File: src/rtl/hbg_pkg.sv
`timescale 1ns/1ps
package hbg_pkg;
   localparam int CMD_W    = 16;
   localparam int SRR_POS  = 0;   // status reset request
   localparam int DLY_POS  = 13;  // overcurrent delay select
   localparam int LOCK_POS = 15;  // overvoltage lockout enable

   function automatic int lo_pos(input int b);
      return 2 * b + 1;
   endfunction

   function automatic int hi_pos(input int b);
      return 2 * b + 2;
   endfunction
endpackage

File: src/rtl/hbg_oc_timer.sv
`timescale 1ns/1ps
module hbg_oc_timer #(
   parameter int LONG_DLY  = 200,
   parameter int SHORT_DLY = 25
) (
   input  logic clk,
   input  logic rst_n,
   input  logic gate_on,
   input  logic oc_in,
   input  logic short_sel,
   input  logic clr,
   output logic latched
);
   localparam int MAXD = (LONG_DLY > SHORT_DLY) ? LONG_DLY : SHORT_DLY;
   localparam int CW   = $clog2(MAXD + 1);
   localparam logic [CW-1:0] LONG_M1  = CW'(LONG_DLY - 1);
   localparam logic [CW-1:0] SHORT_M1 = CW'(SHORT_DLY - 1);

   logic [CW-1:0] cnt;
   logic          sel_q;
   logic          active;
   logic          use_short;
   logic [CW-1:0] lim_m1;
   logic          expire;

   assign active    = gate_on & oc_in;
   assign use_short = (cnt == '0) ? short_sel : sel_q;
   assign lim_m1    = use_short ? SHORT_M1 : LONG_M1;
   assign expire    = active & (cnt == lim_m1);

   always_ff @(posedge clk or negedge rst_n) begin
      if (!rst_n) begin
         cnt     <= '0;
         sel_q   <= 1'b0;
         latched <= 1'b0;
      end else begin
         if (active) begin
            if (cnt == '0) sel_q <= short_sel;
            cnt <= expire ? '0 : cnt + 1'b1;
         end else begin
            cnt <= '0;
         end
         if (expire)   latched <= 1'b1;
         else if (clr) latched <= 1'b0;
      end
   end

   a_r4_cnt_bound: assert property (@(posedge clk) disable iff (!rst_n)
      cnt < CW'(MAXD));
   a_r4_latched_off: assert property (@(posedge clk) disable iff (!rst_n)
      latched |-> !gate_on);
   a_r6_hold: assert property (@(posedge clk) disable iff (!rst_n)
      (latched && !clr) |=> latched);
   a_r12_restart: assert property (@(posedge clk) disable iff (!rst_n)
      !active |=> (cnt == '0));
endmodule

File: src/rtl/hbg_sticky.sv
`timescale 1ns/1ps
module hbg_sticky #(
   parameter bit CLR_WINS = 1'b1
) (
   input  logic clk,
   input  logic rst_n,
   input  logic set,
   input  logic clr,
   output logic flag
);
   generate
      if (CLR_WINS) begin : g_clr_first
         always_ff @(posedge clk or negedge rst_n) begin
            if (!rst_n)   flag <= 1'b0;
            else if (clr) flag <= 1'b0;
            else if (set) flag <= 1'b1;
         end
         a_r7_r10_set: assert property (@(posedge clk) disable iff (!rst_n)
            (set && !clr) |=> flag);
      end else begin : g_set_first
         always_ff @(posedge clk or negedge rst_n) begin
            if (!rst_n)   flag <= 1'b0;
            else if (set) flag <= 1'b1;
            else if (clr) flag <= 1'b0;
         end
         a_r11_set: assert property (@(posedge clk) disable iff (!rst_n)
            set |=> flag);
      end
   endgenerate

   a_r7_r10_r11_hold: assert property (@(posedge clk) disable iff (!rst_n)
      (flag && !clr) |=> flag);
endmodule

File: src/rtl/hb_guard.sv
`timescale 1ns/1ps
module hb_guard #(
   parameter int N_BRIDGE  = 3,
   parameter int LONG_DLY  = 200,
   parameter int SHORT_DLY = 25
) (
   input  logic                       clk,
   input  logic                       rst_n,
   input  logic [hbg_pkg::CMD_W-1:0]  cmd_word,
   input  logic                       cmd_load,
   input  logic [N_BRIDGE-1:0]        oc_hi,
   input  logic [N_BRIDGE-1:0]        oc_lo,
   input  logic [N_BRIDGE-1:0]        tw_flag,
   input  logic [N_BRIDGE-1:0]        tsd_flag,
   input  logic                       uv_flag,
   input  logic                       ov_flag,
   output logic [N_BRIDGE-1:0]        gate_hi,
   output logic [N_BRIDGE-1:0]        gate_lo,
   output logic                       st_shoot,
   output logic                       st_ocur,
   output logic                       st_supply,
   output logic                       st_twarn
);
   import hbg_pkg::*;

   generate
      if (N_BRIDGE < 1 || hi_pos(N_BRIDGE - 1) >= 12) begin : g_bad_nb
         $error("N_BRIDGE does not fit the command word");
      end
      if (LONG_DLY < 2 || SHORT_DLY < 2) begin : g_bad_dly
         $error("delays must be at least two cycles");
      end
   endgenerate

   logic [N_BRIDGE-1:0] req_hi, req_lo, sta_blk, both, oc_lat_hi, oc_lat_lo;
   logic                dly_short, lock_en, srr, tsd_lat, global_off;

   assign srr = cmd_load & cmd_word[SRR_POS];

   for (genvar b = 0; b < N_BRIDGE; b++) begin : g_dec
      assign both[b] = cmd_word[lo_pos(b)] & cmd_word[hi_pos(b)];
   end

   always_ff @(posedge clk or negedge rst_n) begin
      if (!rst_n) begin
         req_hi    <= '0;
         req_lo    <= '0;
         sta_blk   <= '0;
         dly_short <= 1'b0;
         lock_en   <= 1'b0;
      end else if (cmd_load) begin
         for (int b = 0; b < N_BRIDGE; b++) begin
            req_lo[b] <= cmd_word[lo_pos(b)];
            req_hi[b] <= cmd_word[hi_pos(b)];
         end
         sta_blk   <= (srr ? '0 : sta_blk) | both;
         dly_short <= cmd_word[DLY_POS];
         lock_en   <= cmd_word[LOCK_POS];
      end
   end

   assign global_off = uv_flag | (ov_flag & lock_en) | tsd_lat | (|tsd_flag);

   for (genvar b = 0; b < N_BRIDGE; b++) begin : g_br
      assign gate_hi[b] = req_hi[b] & ~sta_blk[b] & ~oc_lat_hi[b] & ~global_off;
      assign gate_lo[b] = req_lo[b] & ~sta_blk[b] & ~oc_lat_lo[b] & ~global_off;

      hbg_oc_timer #(.LONG_DLY(LONG_DLY), .SHORT_DLY(SHORT_DLY)) u_oc_hi (
         .clk(clk), .rst_n(rst_n), .gate_on(gate_hi[b]), .oc_in(oc_hi[b]),
         .short_sel(dly_short), .clr(srr), .latched(oc_lat_hi[b]));
      hbg_oc_timer #(.LONG_DLY(LONG_DLY), .SHORT_DLY(SHORT_DLY)) u_oc_lo (
         .clk(clk), .rst_n(rst_n), .gate_on(gate_lo[b]), .oc_in(oc_lo[b]),
         .short_sel(dly_short), .clr(srr), .latched(oc_lat_lo[b]));
   end

   hbg_sticky #(.CLR_WINS(1'b1)) u_supply (
      .clk(clk), .rst_n(rst_n), .set(ov_flag), .clr(srr), .flag(st_supply));
   hbg_sticky #(.CLR_WINS(1'b1)) u_twarn (
      .clk(clk), .rst_n(rst_n), .set(|tw_flag), .clr(srr), .flag(st_twarn));
   hbg_sticky #(.CLR_WINS(1'b0)) u_tsd (
      .clk(clk), .rst_n(rst_n), .set(|tsd_flag), .clr(srr), .flag(tsd_lat));

   assign st_shoot = |sta_blk;
   assign st_ocur  = |{oc_lat_hi, oc_lat_lo};

   a_r3_no_overlap: assert property (@(posedge clk) disable iff (!rst_n)
      (gate_hi & gate_lo) == '0);
   a_r3_block_hold: assert property (@(posedge clk) disable iff (!rst_n)
      (st_shoot && !srr) |=> st_shoot);
   a_r8_lockout: assert property (@(posedge clk) disable iff (!rst_n)
      (ov_flag && lock_en) |-> ((gate_hi | gate_lo) == '0));
   a_r9_uv_off: assert property (@(posedge clk) disable iff (!rst_n)
      uv_flag |-> ((gate_hi | gate_lo) == '0));
   a_r11_tsd_off: assert property (@(posedge clk) disable iff (!rst_n)
      tsd_lat |-> ((gate_hi | gate_lo) == '0));
endmodule

File: config.mk
export PLATFORM = sky130hd
export DESIGN_NAME = hb_guard
export DESIGN_NICKNAME = d
export VERILOG_FILES = /design/src/rtl/hbg_pkg.sv /design/src/rtl/hbg_oc_timer.sv /design/src/rtl/hbg_sticky.sv /design/src/rtl/hb_guard.sv
export SDC_FILE = /design/constraint.sdc
export NUM_CORES = 1
export LEC_CHECK = 0
export BUFFER_PORTS_ARGS = -buffer_cell sky130_fd_sc_hd__buf_4
export CAP_MARGIN = 20
export CORE_MARGIN = 4
export CORE_UTILIZATION = 28
export DETAILED_ROUTE_END_ITERATION = 8
export GPL_ROUTABILITY_DRIVEN = 0
export GPL_TIMING_DRIVEN = 0
export PLACE_DENSITY = 0.52
export SLEW_MARGIN = 25
export SYNTH_ARGS = -nofsm -noshare
export SYNTH_HDL_FRONTEND = slang
export SYNTH_SLANG_ARGS = --single-unit
File: constraint.sdc
create_clock -name clk -period 2.1 [get_ports clk]
set_input_delay 0.105 -clock clk [delete_from_list [all_inputs] [get_ports clk]]
set_output_delay 0.105 -clock clk [all_outputs]
set_load 0.02 [all_outputs]
# After elaboration in Yosys (flattened, before gate mapping)
# Index checks and enable logic that the tools add are counted.
# op_classes
addsub,6
muxes,37
n_bitwise,49
reduce_logical,19
eq_ne,6
# op_table
op,count
2-to-1 mux 8 bit,18
"adder 8 x 1 -> 8 bit, second input constant",6
== test 8 bit,6
logical NOT 8 bit,6
AND 1 bit,35
2-to-1 mux 1 bit,18
nonzero test 2 bit,9
NOT 1 bit,10
OR reduction 3 bit,3
OR reduction 6 bit,1
2-to-1 mux 3 bit,1
bitwise OR 1 bit,3
bitwise OR 3 bit,1
# word_totals
word_cells,143
out_inout_bits,10
in_bits,33
reg_bits,74

# Longest topological paths before layout
# Gate-level depths: netlist of run 1.
# depth
ltp_word,10
mapped_depth,6
depth_no_buf,6

# Hierarchy
# A second synthesis of run 1 with hierarchy kept.
# unflattened
cells_unflattened,382
area_unflattened_um2,4077.7
# by_module_without_submodules
mod,n_inst,cells_per_inst,seq_area_each_um2,area_each_um2
hbg_oc_timer,6,55,250.2,571.8
hb_guard,1,45,275.3,540.5
hbg_sticky (u_supply ...),2,2,25.0,35.0
hbg_sticky (u_tsd),1,3,25.0,36.3

# Worst setup path after synthesis of run 1
# No wires, ideal clock.
# synth_path
path_kind,register -> register
start,reg g_br[1].u_oc_lo.cnt[0]
end,reg g_br[1].u_oc_lo.sel_q
period_less_slack_ns,1.692
n_path_buf,0
arrival_ns,1.567
stages_incl_launch_ff,6
setup_ns,0.125
required_time_ns,1.975
slack_ns,0.408
path_cell_list,dfrtp_1 -> inv_1 -> ha_1 -> or4b_1 -> nor3_1 -> mux2_2
# synth_via
elab_chain_len,2
# synth_lines
item,line_no,rtl
start: declaration,hbg_oc_timer.sv:19,logic [CW-1:0] cnt;
start signal: assignment,hbg_oc_timer.sv:39,cnt <= expire ? '0 : cnt + 1'b1;
logical NOT 8 bit,hbg_oc_timer.sv:38,if (cnt == '0) sel_q <= short_sel;
2-to-1 mux 1 bit,n/a,
end signal: assignment,hbg_oc_timer.sv:38,
end: declaration,hbg_oc_timer.sv:20,logic sel_q;
# No other way between the ends.
# A chain may end at the register's enable or synchronous reset.

# Worst setup path in the final report of run 1
# layout_path
start,reg lock_en
end,reg g_br[0].u_oc_lo.sel_q
# layout_via
elab_chain_len,7
# layout_lines
item,line_no,rtl
start: declaration,hb_guard.sv:36,"logic dly_short, lock_en, srr, tsd_lat, global_off;"
start signal: assignment,hb_guard.sv:58,lock_en <= cmd_word[LOCK_POS];
AND 1 bit,hb_guard.sv:62,assign global_off = uv_flag | (ov_flag & lock_en) | tsd_lat | (|tsd_flag);
bitwise OR 1 bit (3 in a row),hb_guard.sv:62,
NOT 1 bit,hb_guard.sv:66,assign gate_lo[b] = req_lo[b] & ~sta_blk[b] & ~oc_lat_lo[b] & ~global_off;
AND 1 bit,hb_guard.sv:66,
AND 1 bit,hbg_oc_timer.sv:26,assign active = gate_on & oc_in;
end signal: assignment,hbg_oc_timer.sv:38,
end: declaration,hbg_oc_timer.sv:20,
# No other way between the ends.

==> reports/qor.json, run 1 <==
{
  "synthFlopType": "dfrtp_1",
  "seq_area_um2": 1850,
  "worst-setup-path-type": "reg -> reg",
  "htree_num_levels": 3,
  "nFillCells": 1327,
  "multiInputGateArea_um2": 1890,
  "yosys_warnings": 0,
  "ff_latch_count_synth": 74,
  "route.antenna.remaining_nets": 0,
  "post_syn_area_per_cell_um2": 10.7,
  "worstHoldStart": "cmd_word[15]",
  "timing.critical_path.from_type": "flop",
  "worst_hold_path_type": "in -> reg",
  "ys_types": 51,
  "max_clock_freq_ghz": 0.518,
  "grt_antenna_before_repair": 0,
  "floorplan.die.height_um": 125,
  "cts.sinks": 74,
  "maxCapViolCount": 0,
  "period_minus_slack_ps": 1930,
  "hold_violations": 0,
  "skew_ps": 2.86,
  "hold_path_depth": 2,
  "vias": 2828,
  "arrival_ps": 2140,
  "portBuffers": 35,
  "use_met3_pct": 2.52,
  "synth_fp_nets": 405,
  "number_of_max_slew_violations_in_the_final_report": 0,
  "post_cts_setup_inserts": 0,
  "synth_sequential_area_ratio_pct": 47.9,
  "timing.final.setup_violations": 0,
  "worst_r2r_path_depth": 5,
  "r2r_setup_slack_ps": 170,
  "drtIter0Drc": 184,
  "timing.critical_path.required_ps": 2310,
  "synth.most_common_cell": "dfrtp_1",
  "worst_slew_pin_slew_ps": 676,
  "cts_root_buffer": "clkbuf_16",
  "num_io_pins": 43,
  "grt.met1_usage_pct": 13.8,
  "fin_crit_sh_pct": 92.0,
  "area_growth_syn_to_layout_pct": 24.4,
  "post_synthesis_async_set_or_reset_flop_share_pct": 100,
  "rows": 42,
  "initial_utilization_pct": 28.8,
  "drc": 0,
  "worst_slew_margin_rel_pct": 55.0,
  "critPathCaptureType": "flop",
  "path_clk_slew_ps": 60,
  "global_route.peak_usage_layer": "met2",
  "mappedNetlistArea_um2": 3860,
  "synth_commonest_cells": "74 x dfrtp_1, 35 x nor2_1, 32 x nor3_1",
  "final.hold.worst_slack_ps": 15.5,
  "fp.dieW_um": 125,
  "outcome": "finished, final reports clean",
  "synth_enable_flop_cells": 0,
  "clock_latency_of_the_later_clocked_register_in_the_worst_skew_pair_ps": 330,
  "rsz0062_at_grt": "no",
  "netlist.area_leader.share_pct": 47.9,
  "placeableCoreArea_um2": 13400,
  "detail_route.first_pass.iterations": 4,
  "syn-instance-count": 360,
  "top_area_cells_in_the_synthesized_netlist": "dfrtp_1 48%, xor2_1 6.3%, nor3_1 4.1%",
  "grt_first_pass_wirelength_um": 13900,
  "largest_net_degree_at_the_start_of_global_routing": 75,
  "detailed_place_hpwl_um": 5900,
  "crit_path_start": "lock_en",
  "antenna-diode-count": 0,
  "deepest_clock_path_buffer_count": 2,
  "wirelength_um": 8220,
  "first_global_vias": 2814,
  "final_nets": 454,
  "grt_usage_pct": 10.9,
  "min_to": "lock_en",
  "setup_tns_ps": 0,
  "globalRouteOverflowTotal": 0,
  "power-per-cell-area_nw_per_um2": 778,
  "critical_path.reg2reg.startpoint": "lock_en",
  "ir_worst_vdd_mv": 0.397,
  "dieArea_um2": 15700,
  "regToRegEndpoint": "g_br[0].u_oc_lo.sel_q",
  "wl_per_cell_um": 13.9,
  "crit_fanout": 10,
  "cts_tree": "yes",
  "grt_use_met2_pct": 18.1,
  "tritoncts_buffer_count": 9,
  "synth_largest_area_cell": "dfrtp_1",
  "power.leakage_nw": 2.09,
  "via_per_inst": 4.79,
  "layout-drive-gt1-share_pct": 20.8
}
-- layout by cell type (no fill, tap or decap), types with 4 or more instances in the layout --
master / netlist / final
ha_1: 12 / 12
nand4_1: 9 / 9
a21oi_1: 4 / 4
nor2_1: 35 / 35
a32o_1: 4 / 4
inv_1: 14 / 14
dfrtp_1: 74 / 74
xor2_1: 28 / 28
nor3b_1: 8 / 8
mux2_2: 13 / 13
clkbuf_16: 0 / 9
nand2_1: 8 / 8
and3_1: 16 / 16
xnor2_1: 8 / 8
clkbuf_1: 5 / 5
a21o_1: 4 / 4
nand3_1: 28 / 28
nor3_1: 32 / 32
buf_4: 6 / 40
bufinv_16: 0 / 6
-- final cells by class --
type / count / share of cell area [%]
Buffer: 13 / 1.64
Clock buffer: 9 / 4.69
Clock inverter: 7 / 3.93
Inverter: 14 / 1.09
Multi-Input combinational cell: 259 / 39.4
Sequential cell: 74 / 38.5
Tap cell: 176 / 4.58
Timing Repair Buffer: 38 / 6.17
-- registers in the layout (all words and copies together), names as in the netlist --
name / flops
u_supply.flag: 1
req_hi: 3
g_br.u_oc_lo.latched: 3
g_br.u_oc_hi.cnt: 24
u_twarn.flag: 1
g_br.u_oc_hi.sel_q: 3
req_lo: 3
lock_en: 1
g_br.u_oc_lo.sel_q: 3
u_tsd.flag: 1
dly_short: 1
g_br.u_oc_lo.cnt: 24
g_br.u_oc_hi.latched: 3
sta_blk: 3
-- stage by stage --
stage / util, % / setup WS, ps / power (mW) / cell area, um^2 / std cells
final: 35.9 / 169 / 3.74 / 4810 / 590
after global routing: 35.9 / 12.8 / 3.91 / 4810 / 590
after CTS: 35.8 / 45.6 / 3.80 / 4790 / 590
after detailed placement: 32.4 / 72.8 / 1.67 / 4350 / 571
after global placement: 32.4 / 100 / 1.66 / 4350 / 571
after floorplan: - / 408 / 1.56 / 3860 / 360
-- cell families (layout without fill, tap and decap cells) --
family	Yosys count	after routing	synth area share [%]
compound gates	29	29	6.54
xor+xnor	36	36	8.16
fa+ha+maj	12	12	3.89
buf+inv	27	81	3.40
flops	74	74	47.9
mux	14	14	4.08
simple gates	168	168	26.0
-- critical path, stage by stage, from the launching register on --
cell      delay, ps
dfrtp_1         410
a211oi_4        350
buf_6           230
nand4_2         270
nor2_1          210
mux2_1          340
-- timing repair --
action,in CTS,in global routing
hold endpoints to repair,76,0
setup endpoints to repair,0,7
gates resized for setup,0,2
hold buffers,3,0
-- power by group --
group          internal [mW]  switching, mW
sequential              1.45         0.0249
combinational         0.0763         0.0889
clock                   1.52          0.573
total                   3.05          0.687
-- metal layers --
layer,part of all wire (%),wire [um]
met5,0,0
met4,1.7,143
met3,3.0,249
met2,50,4080
met1,46,3740
-- worst max-delay path by stage --
| stage | to | slack, ps | cells past startpoint |
|---|---|---|---|
| finish | g_br[0].u_oc_lo.sel_q | 170 | 5 |
| global route | g_br[0].u_oc_lo.sel_q | 10 | 5 |
| CTS | g_br[0].u_oc_lo.sel_q | 50 | 5 |
| detailed placement | g_br[0].u_oc_lo.sel_q | 70 | 5 |
| global placement | g_br[0].u_oc_lo.sel_q | 100 | 5 |
| floorplan | g_br[1].u_oc_lo.sel_q | 410 | 5 |
Power figures use the tool's default switching activity.
==> run 2, diff against run 1 <==
--- a/config.mk
+++ b/config.mk
@@ -9,6 +9,7 @@
 export CAP_MARGIN = 20
 export CORE_MARGIN = 4
 export CORE_UTILIZATION = 28
+export CTS_BUF_LIST = sky130_fd_sc_hd__clkbuf_8
 export DETAILED_ROUTE_END_ITERATION = 8
 export GPL_ROUTABILITY_DRIVEN = 0
 export GPL_TIMING_DRIVEN = 0
==> reports/qor.json, run 2 (synthesis results as in run 1) <==
{
  "worst_slew_margin_rel": {"value": 55.2, "unit": "%", "change": "+0.22 points"},
  "grt_antenna_before_repair": {"value": 0, "change": "unchanged"},
  "fin_total_pwr": {"value": 3.34, "unit": "mW", "change": "-11%"},
  "post_cts_setup_inserts": {"value": 0, "change": "unchanged"},
  "worst_slew_pin_slew": {"value": 672, "unit": "ps", "change": "-3.23 ps"},
  "wirelength": {"value": 8350, "unit": "um", "change": "+1.5%"},
  "final_common_cell": "dfrtp_1",
  "worstPathCellList": "dlygate4sd3_1 -> buf_4 -> a211oi_4 -> buf_6 -> nand4_2 -> nor2_1 -> mux2_1",
  "r2r_setup_slack": {"value": 170, "unit": "ps", "change": "about the same"},
  "detailed_place_hpwl": {"value": 5900, "unit": "um", "change": "unchanged"},
  "dpl_worst_slack": {"value": 72.8, "unit": "ps", "change": "unchanged"},
  "layout-drive-gt1-share": {"value": 20.3, "unit": "%", "change": "-0.49 points"},
  "rows": {"value": 42, "change": "unchanged"},
  "vias": {"value": 2886, "change": "+2.1%"},
  "power.leakage": {"value": 2.09, "unit": "nW", "change": "-0.27%"},
  "fin_crit_sh": {"value": 93.8, "unit": "%", "change": "+1.8 points"},
  "outcome": "finished, final reports clean",
  "crit_fanout": {"value": 10, "change": "unchanged"},
  "critPathCaptureType": "flop",
  "path_clk_slew": {"value": 80, "unit": "ps", "change": "+20 ps"},
  "dieArea": {"value": 15700, "unit": "um^2", "change": "unchanged"},
  "route.antenna.remaining_nets": {"value": 0, "change": "unchanged"},
  "final_cell_mix": "74 x dfrtp_1, 40 x buf_4, 35 x nor2_1",
  "wl_per_cell": {"value": 13.9, "unit": "um", "change": "-0.15%"},
  "critPathBufInv": {"value": 3, "change": "+2"},
  "initial_utilization": {"value": 28.8, "unit": "%", "change": "unchanged"},
  "fp.dieW": {"value": 125, "unit": "um", "change": "unchanged"},
  "drtIter0Drc": {"value": 127, "change": "-31%"},
  "num_io_pins": {"value": 43, "change": "unchanged"},
  "netSwitchingPower": {"value": 646, "unit": "uW", "change": "-6.0%"},
  "intPower": {"value": 2.69, "unit": "mW", "change": "-12%"},
  "place.detailed.instances": {"value": 571, "change": "unchanged"},
  "timing.critical_path.required": {"value": 2330, "unit": "ps", "change": "+20 ps"},
  "maxCapViolCount": {"value": 0, "change": "unchanged"},
  "clock_power_share": {"value": 50.4, "unit": "%", "change": "-5.6 points"},
  "drc": {"value": 0, "change": "unchanged"},
  "arrival": {"value": 2200, "unit": "ps", "change": "+60 ps"},
  "final.setup.worst_slack": {"value": 131, "unit": "ps", "change": "-37.8 ps"},
  "seq_power_share": {"value": 44.2, "unit": "%", "change": "+4.7 points"},
  "cts.sinks": {"value": 74, "change": "unchanged"},
  "antenna-diode-count": {"value": 0, "change": "unchanged"},
  "htree_num_levels": {"value": 3, "change": "unchanged"},
  "rsz0062_at_grt": "no",
  "tritoncts_buffer_count": {"value": 9, "change": "unchanged"},
  "deepest_clock_path_buffer_count": {"value": 2, "change": "unchanged"},
  "hold_violations": {"value": 0, "change": "unchanged"},
  "grt_usage": {"value": 11.1, "unit": "%", "change": "+0.22 points"},
  "layoutNonFillerInstCount": {"value": 600, "change": "+1.7%"},
  "grt_first_pass_wirelength": {"value": 14200, "unit": "um", "change": "+1.6%"},
  "cts_root_buffer": "clkbuf_8",
  "via_per_inst": {"value": 4.81, "change": "+0.35%"},
  "skew": {"value": 7.40, "unit": "ps", "change": "+4.54 ps"},
  "area_growth_syn_to_layout": {"value": 24.4, "unit": "%", "change": "about the same"},
  "timing.critical_path.from_type": "input pin",
  "worst_hold_path_type": "in -> reg",
  "globalRouteOverflowTotal": {"value": 0, "change": "unchanged"},
  "clock_latency_of_the_later_clocked_register_in_the_worst_skew_pair": {"value": 350, "unit": "ps", "change": "+20 ps"},
  "largest_net_degree_at_the_start_of_global_routing": {"value": 75, "change": "unchanged"},
  "period_minus_slack": {"value": 1970, "unit": "ps", "change": "+37.8 ps"},
  "floorplan.die.height": {"value": 125, "unit": "um", "change": "unchanged"},
  "cp_top_family": "buffers and inverters",
  "number_of_max_slew_violations_in_the_final_report": {"value": 0, "change": "unchanged"},
  "placeableCoreArea": {"value": 13400, "unit": "um^2", "change": "unchanged"},
  "power-per-cell-area": {"value": 694, "unit": "nW/um^2", "change": "-11%"},
  "power_frac_comb": {"value": 5.4, "unit": "%", "change": "+1.0 points"},
  "power.share.switching": {"value": 19.4, "unit": "%", "change": "+0.99 points"},
  "max_stage_delay": {"value": 540, "unit": "ps", "change": "+130 ps"},
  "max_clock_freq": {"value": 0.508, "unit": "GHz", "change": "-1.9%"},
  "cts_tree": "yes",
  "detail_route.first_pass.iterations": {"value": 4, "change": "unchanged"},
  "setup_tns": {"value": 0, "unit": "ps", "change": "unchanged"},
  "timing.final.setup_violations": {"value": 0, "change": "unchanged"},
  "final_nets": {"value": 464, "change": "+2.2%"},
  "timing.critical_path.slowest_stage_cell": "dlygate4sd3_1",
  "first_global_vias": {"value": 2896, "change": "+2.9%"},
  "portBuffers": {"value": 35, "change": "unchanged"},
  "top_regs": "g_br.u_oc_hi.cnt: 24 flops, g_br.u_oc_lo.cnt: 24 flops",
  "ir_worst_vdd": {"value": 0.264, "unit": "mV", "change": "-34%"},
  "worst-setup-path-type": "in -> reg"
}
-- run 2: cell count changes in the layout (fill, tap and decap cells not counted), sizes merged --
cell	change
dlygate4sd3	+10
-- run 2: worst reg2reg max path: cells and delay by family, from the launching register on --
family / cells / cell delay [ps]
simple gates: 2 / 490
flops: 1 / 410
compound gates: 1 / 350
mux: 1 / 330
buf+inv: 1 / 230
-- run 2: final cells by class --
cell class / instances / area [um^2]
Buffer: 13 / 78.8
Clock inverter: 7 / 189
Clock buffer: 9 / 124
Tap cell: 176 / 220
Multi-Input combinational cell: 259 / 1890
Fill cell: 1329 / 8590
Inverter: 14 / 52.6
Sequential cell: 74 / 1850
Timing Repair Buffer: 48 / 397
-- run 2: metrics by stage --
step	area, um^2	hold WS (ps)	utilization, %
final	4810	27.3	35.9
after global routing	4810	12.4	35.9
after CTS	4790	6.14	35.7
after detailed placement	4350	308	32.4
after global placement	4350	304	32.4
after floorplan	3860	-191	-
-- run 2: path summary, 6_finish.rpt --
kind	to	cells past startpoint	from
worst min-delay path	g_br[1].u_oc_lo.cnt[5]	3	oc_lo[1]
worst max register to register	g_br[0].u_oc_lo.sel_q	5	lock_en
worst max-delay path	g_br[0].u_oc_lo.sel_q	7	ov_flag
min in group asynchronous	g_br[2].u_oc_lo.cnt[5]	2	rst_n
worst min register to register	u_supply.flag	1	u_supply.flag
max in group asynchronous	g_br[2].u_oc_hi.cnt[4]	2	rst_n
-- run 2: power by group through the flow --
stage | Sequential (mW) | Combinational [mW] | Clock [mW]
3_5_place_dp | 1.50 | 0.164 | 0
5_1_grt | 1.48 | 0.200 | 1.82
2_1_floorplan | 1.50 | 0.0618 | 0
6_report | 1.48 | 0.181 | 1.68
3_3_place_gp | 1.50 | 0.161 | 0
4_1_cts | 1.48 | 0.185 | 1.73
-- run 2: repair_timing --
item	4_1_cts	5_1_grt
endpoints found under the setup margin	0	9
hold buffers	13	0
gates resized for setup	0	2
hold endpoints to repair	85	0
-- run 2: layer usage --
| layer | GRT usage, % | up-vias | wire (um) |
|---|---|---|---|
| li1 | - | 1410 | - |
| met1 | 13.7 | 1414 | 3770 |
| met2 | 18.6 | 49 | 4140 |
| met3 | 1.96 | 13 | 256 |
| met4 | 5.42 | 0 | 175 |
| met5 | 0 | - | 0 |
